--- src/rtl/freq_change_seq.sv ---
module freq_change_seq #(
  parameter int               CFG_W    = 10,
  parameter logic [CFG_W-1:0] CFG_RST  = 'h121,
  parameter int               LOCK_CYC = 300
) (
  input  logic             clk,
  input  logic             rst_n,
  input  logic             wdt_rst,
  input  logic             gpio_rst,
  input  logic             cfg_wr_en,
  input  logic [CFG_W-1:0] cfg_wr_data,
  input  logic             ctl_wr_en,
  input  logic             ctl_fcs,
  input  logic             ctl_turbo,
  input  logic             ctl_slow,
  output logic             fcs_flag,
  output logic             pll_prog,
  output logic [CFG_W-1:0] pll_cfg,
  output logic             cpu_clk_en,
  output logic             irq_gate,
  output logic             turbo_mode,
  output logic             slow_mode,
  output logic             sr_req,
  input  logic             sr_ack,
  output logic             seq_done,
  output logic             rst_hold
);
  localparam int CW = (LOCK_CYC < 2) ? 1 : $clog2(LOCK_CYC);
  localparam logic [CW-1:0] CNT_LOAD = CW'(LOCK_CYC - 1);

  typedef enum logic [2:0] {S_IDLE, S_GATE, S_PROG, S_LOCK, S_SRX} st_t;

  st_t              st;
  logic [CFG_W-1:0] cfg_pend, seq_cfg;
  logic             seq_turbo, seq_slow, gpio_seen;
  logic [CW-1:0]    cnt;

  wire              start   = ctl_wr_en && ctl_fcs && (st == S_IDLE);
  wire [CFG_W-1:0]  cfg_nxt = cfg_wr_en ? cfg_wr_data : cfg_pend;
  wire              relock  = (st == S_GATE) || (st == S_PROG) || (st == S_LOCK);

  assign pll_prog   = (st == S_PROG);
  assign cpu_clk_en = (st == S_IDLE) || (st == S_SRX);
  assign irq_gate   = !cpu_clk_en;
  assign sr_req     = relock;
  assign rst_hold   = gpio_rst || gpio_seen;

  always_ff @(posedge clk or negedge rst_n) begin
    if (!rst_n) begin
      st <= S_IDLE;  cfg_pend <= CFG_RST;  seq_cfg <= CFG_RST;  pll_cfg <= CFG_RST;
      seq_turbo <= 1'b0;  seq_slow <= 1'b0;  turbo_mode <= 1'b0;  slow_mode <= 1'b0;
      fcs_flag <= 1'b0;  seq_done <= 1'b0;  gpio_seen <= 1'b0;  cnt <= '0;
    end else if (wdt_rst) begin
      st <= S_IDLE;  cfg_pend <= CFG_RST;  seq_cfg <= CFG_RST;  pll_cfg <= CFG_RST;
      seq_turbo <= 1'b0;  seq_slow <= 1'b0;  turbo_mode <= 1'b0;  slow_mode <= 1'b0;
      fcs_flag <= 1'b0;  seq_done <= 1'b0;  gpio_seen <= 1'b0;  cnt <= '0;
    end else begin
      seq_done <= 1'b0;
      if (cfg_wr_en) cfg_pend <= cfg_wr_data;
      if (ctl_wr_en) fcs_flag <= ctl_fcs;
      if (gpio_rst && relock) gpio_seen <= 1'b1;
      unique case (st)
        S_IDLE: if (start) begin
          st        <= S_GATE;
          seq_cfg   <= cfg_nxt;
          seq_turbo <= ctl_turbo;
          seq_slow  <= ctl_slow;
        end
        S_GATE: if (sr_ack) begin
          st      <= S_PROG;
          pll_cfg <= seq_cfg;
          cnt     <= CNT_LOAD;
        end
        S_PROG: st <= S_LOCK;
        S_LOCK: if (cnt == '0) begin
          st         <= S_SRX;
          turbo_mode <= seq_turbo;
          slow_mode  <= seq_slow;
          gpio_seen  <= 1'b0;
        end else begin
          cnt <= cnt - 1'b1;
        end
        S_SRX: if (!sr_ack) begin
          st       <= S_IDLE;
          seq_done <= 1'b1;
        end
        default: st <= S_IDLE;
      endcase
    end
  end
endmodule


--- config.mk ---
export PLATFORM = sky130hd
export DESIGN_NAME = freq_change_seq
export DESIGN_NICKNAME = d
export VERILOG_FILES = /design/src/rtl/freq_change_seq.sv
export SDC_FILE = /design/constraint.sdc
export NUM_CORES = 1
export LEC_CHECK = 0
export ABC_AREA = 1
export BUFFER_PORTS_ARGS = -buffer_cell sky130_fd_sc_hd__buf_2
export CAP_MARGIN = 30
export CORE_UTILIZATION = 50
export CTS_CLUSTER_DIAMETER = 120
export DETAILED_ROUTE_END_ITERATION = 6
export PLACE_DENSITY_LB_ADDON = 0.15
export SYNTH_ARGS = -nofsm -noshare
export SYNTH_HDL_FRONTEND = slang
export SYNTH_SLANG_ARGS = --single-unit
--- constraint.sdc ---
create_clock -name clk -period 2.4 [get_ports clk]
set_clock_uncertainty 0.05 [all_clocks]
set_input_delay 0.24 -clock clk [delete_from_list [all_inputs] [get_ports clk]]
set_output_delay 0.24 -clock clk [all_outputs]
set_load 0.005 [all_outputs]
==> impl_metrics.ini <==
[place]
gp_congestion = 0.863
dp.final_hpwl_um = 3310
io_buffer_count = 38
dpl_cell_area_um2 = 2560

[cts]
cts_root_buf = clkbuf_8
clkTransAtPathRegs_ps = 90
cts_hold_buf = 1
htreeDepth = 2
cts_tree = done
post_cts_buffers = 0
clkSinkCount = 49
clock_latency_ps = 300
clock_path_buffers = 2
cts_made_buffers = 5
cts_resized = 0

[timing]
setup_viol_count_final = 0
final_max_slew_viol_count = 0
min_period_over_period_pct = 71.1
max_freq_mhz = 586
finalHoldViolations = 0
fin_tns_setup_ps = 0
worstMarginPinSlew_ps = 498
rsz0062_at_grt = no
relSlewSlack_pct = 66.7
fin_crit_ps = 1710

[synth]
yosysTopAreaCell = dfrtp_1
yosysWarnings = 0
synth_edf_count = 0
synth.top_cells.by_area = dfrtp_1 (43%), nand2_1 (10%), dfstp_2 (10%)
synth_cell_types = 32
synthCells = 275
synth_flop_cell = dfrtp_1
ys_seq_elements = 49
synthArstFlopShare_pct = 100
avgSynthCellArea_um2 = 8.49
synth_area_um2 = 2340
synth.net_count = 296
ys_seq_area_share_pct = 53.0
synth_top_area_share_pct = 42.8

[critical_path]
cp_slowest_cell = dfrtp_1
start_kind = register
required_ps = 2540
crit_chain = inv_1, ha_1, nand3_1, nor2_2, nand3_4, nand2_4, inv_1, nand2_1, o21ai_1
crit_arrival_ps = 1850
critical_path_buf_inv_count = 2
critPathMaxStageDelay_ps = 410
path_class = register to register
crit_fanout = 14
cp-end-kind = register
cp_top_family = simple AND/OR/NAND/NOR gates
path_common_cell = inv_1

[routing]
firstDrtPassIters = 6
vias_per_cell = 5.02
drc_errors = 0
drtIter0Drc = 125
via_count = 1861
routed_wl_um = 4480
wl_per_cell_um = 12.1
ant_nets = 0

[final_layout]
num-nets-final = 339
antenna_cells = 0
n_fill_cell = 403
layout_commonest_cell = nand2_1
layout-drive-gt1-share_pct = 27.3
fin_area_um2 = 2690
layout_common_cells = nand2_1 (64), dfrtp_1 (40), buf_2 (38), inv_1 (32), nor2_1 (32)
syn2layout_area_growth_pct = 15.2

[power_and_ir_drop]
p_leak_nw = 1.36
peakVddDrop_uv = 530
p_per_area_nw_per_um2 = 856

[floorplan]
row_count = 24
coreArea_um2 = 4410
die-area_um2 = 4950
dieHeight_um = 70.4
die-width_um = 70.4
ioPinCount = 39
initial_core_util_pct = 52.9

[global_routing]
grt-ovfl-total = 0
antenna_found_initial = 0
grt_pass1_vias = 1677
grt.total_usage_pct = 19.9
grt_max_degree = 25
grt_pass1_wl_um = 7780

[job]
cap_viol_max_count = 0

[status]
outcome = completed

[min_path]
hp-class = input port to register
-- synth_stat cells, types with 3 or more instances --
| master | n |
|---|---|
| o21ai_2 | 4 |
| nand2_2 | 7 |
| inv_2 | 4 |
| nor2_1 | 32 |
| dfstp_2 | 9 |
| dfrtp_1 | 40 |
| a21oi_1 | 4 |
| inv_1 | 32 |
| nand3_1 | 13 |
| o21ai_0 | 31 |
| nand2_1 | 64 |
| nor2_2 | 5 |
| nand4_1 | 3 |
| o21ai_1 | 5 |
-- metrics by stage --
| step | power [mW] | hold WS, ps | cells | worst slack (ps) | utilization (%) |
|---|---|---|---|---|---|
| finish | 2.30 | 143 | 371 | 693 | 61.0 |
| detailed placement | 1.71 | 172 | 362 | 705 | 58.0 |
| global route | 2.46 | 131 | 371 | 524 | 61.0 |
| floorplan | 1.54 | -106 | 275 | 937 | - |
| CTS | 2.32 | 131 | 371 | 695 | 61.0 |
| global placement | 1.70 | 172 | 362 | 766 | 58.0 |
-- registers in the layout, indices dropped and copies added (netlist names) --
signal and cells:
cfg_pend 10, pll_cfg 10, seq_cfg 10, cnt 9, st 3, fcs_flag 1
gpio_seen 1, seq_done 1, seq_slow 1, seq_turbo 1, slow_mode 1, turbo_mode 1
-- tightest hold or removal path: stages --
cell,delay (ps)
buf_2,80
nand2_1,40
nand3_1,90
-- layout make-up --
cell class	count	area (µm²)	share of cell area, %
Sequential cell	49	1240	46.0
Multi-Input combinational cell	182	902	33.5
Timing Repair Buffer	42	223	8.28
Inverter	38	145	5.39
Clock buffer	5	68.8	2.56
Tap cell	52	65.1	2.42
Clock inverter	3	50.0	1.86
-- power by group --
part	switching [mW]	internal (mW)	leakage, nW
Sequential	0.102	0.944	0.632
Clock	0.287	0.320	0.0603
Combinational	0.425	0.227	0.664
-- worst paths after layout --
| check | start | to | slack, ps | cells after the start |
|---|---|---|---|---|
| worst max register to register | cnt[0] | cnt[2] | 690 | 9 |
| min in group asynchronous | rst_n | pll_cfg[3] | 360 | 2 |
| worst min-delay path | cfg_wr_data[5] | cfg_pend[5] | 140 | 3 |
| worst min register to register | seq_slow | seq_slow | 440 | 2 |
| worst max-delay path | cnt[0] | cnt[2] | 690 | 9 |
| max in group asynchronous | rst_n | seq_cfg[0] | 1280 | 3 |
-- kinds of logic after synthesis --
kind of cell               share of synthesized area (%)
and+or+nand+nor                                     26.8
adders and majority gates                          0.536
buffers and inverters                               8.41
DFF                                                 53.0
AOI/OAI and AO/OA                                   11.3
-- per-layer routing --
layer | share of wire, % | GRT usage (%)
met1 | 50 | 28.5
met2 | 44 | 29.9
met3 | 4.5 | 4.76
met4 | 1.2 | 6.22
met5 | 0 | 0
No activity file was read; power rests on OpenSTA's default activity.
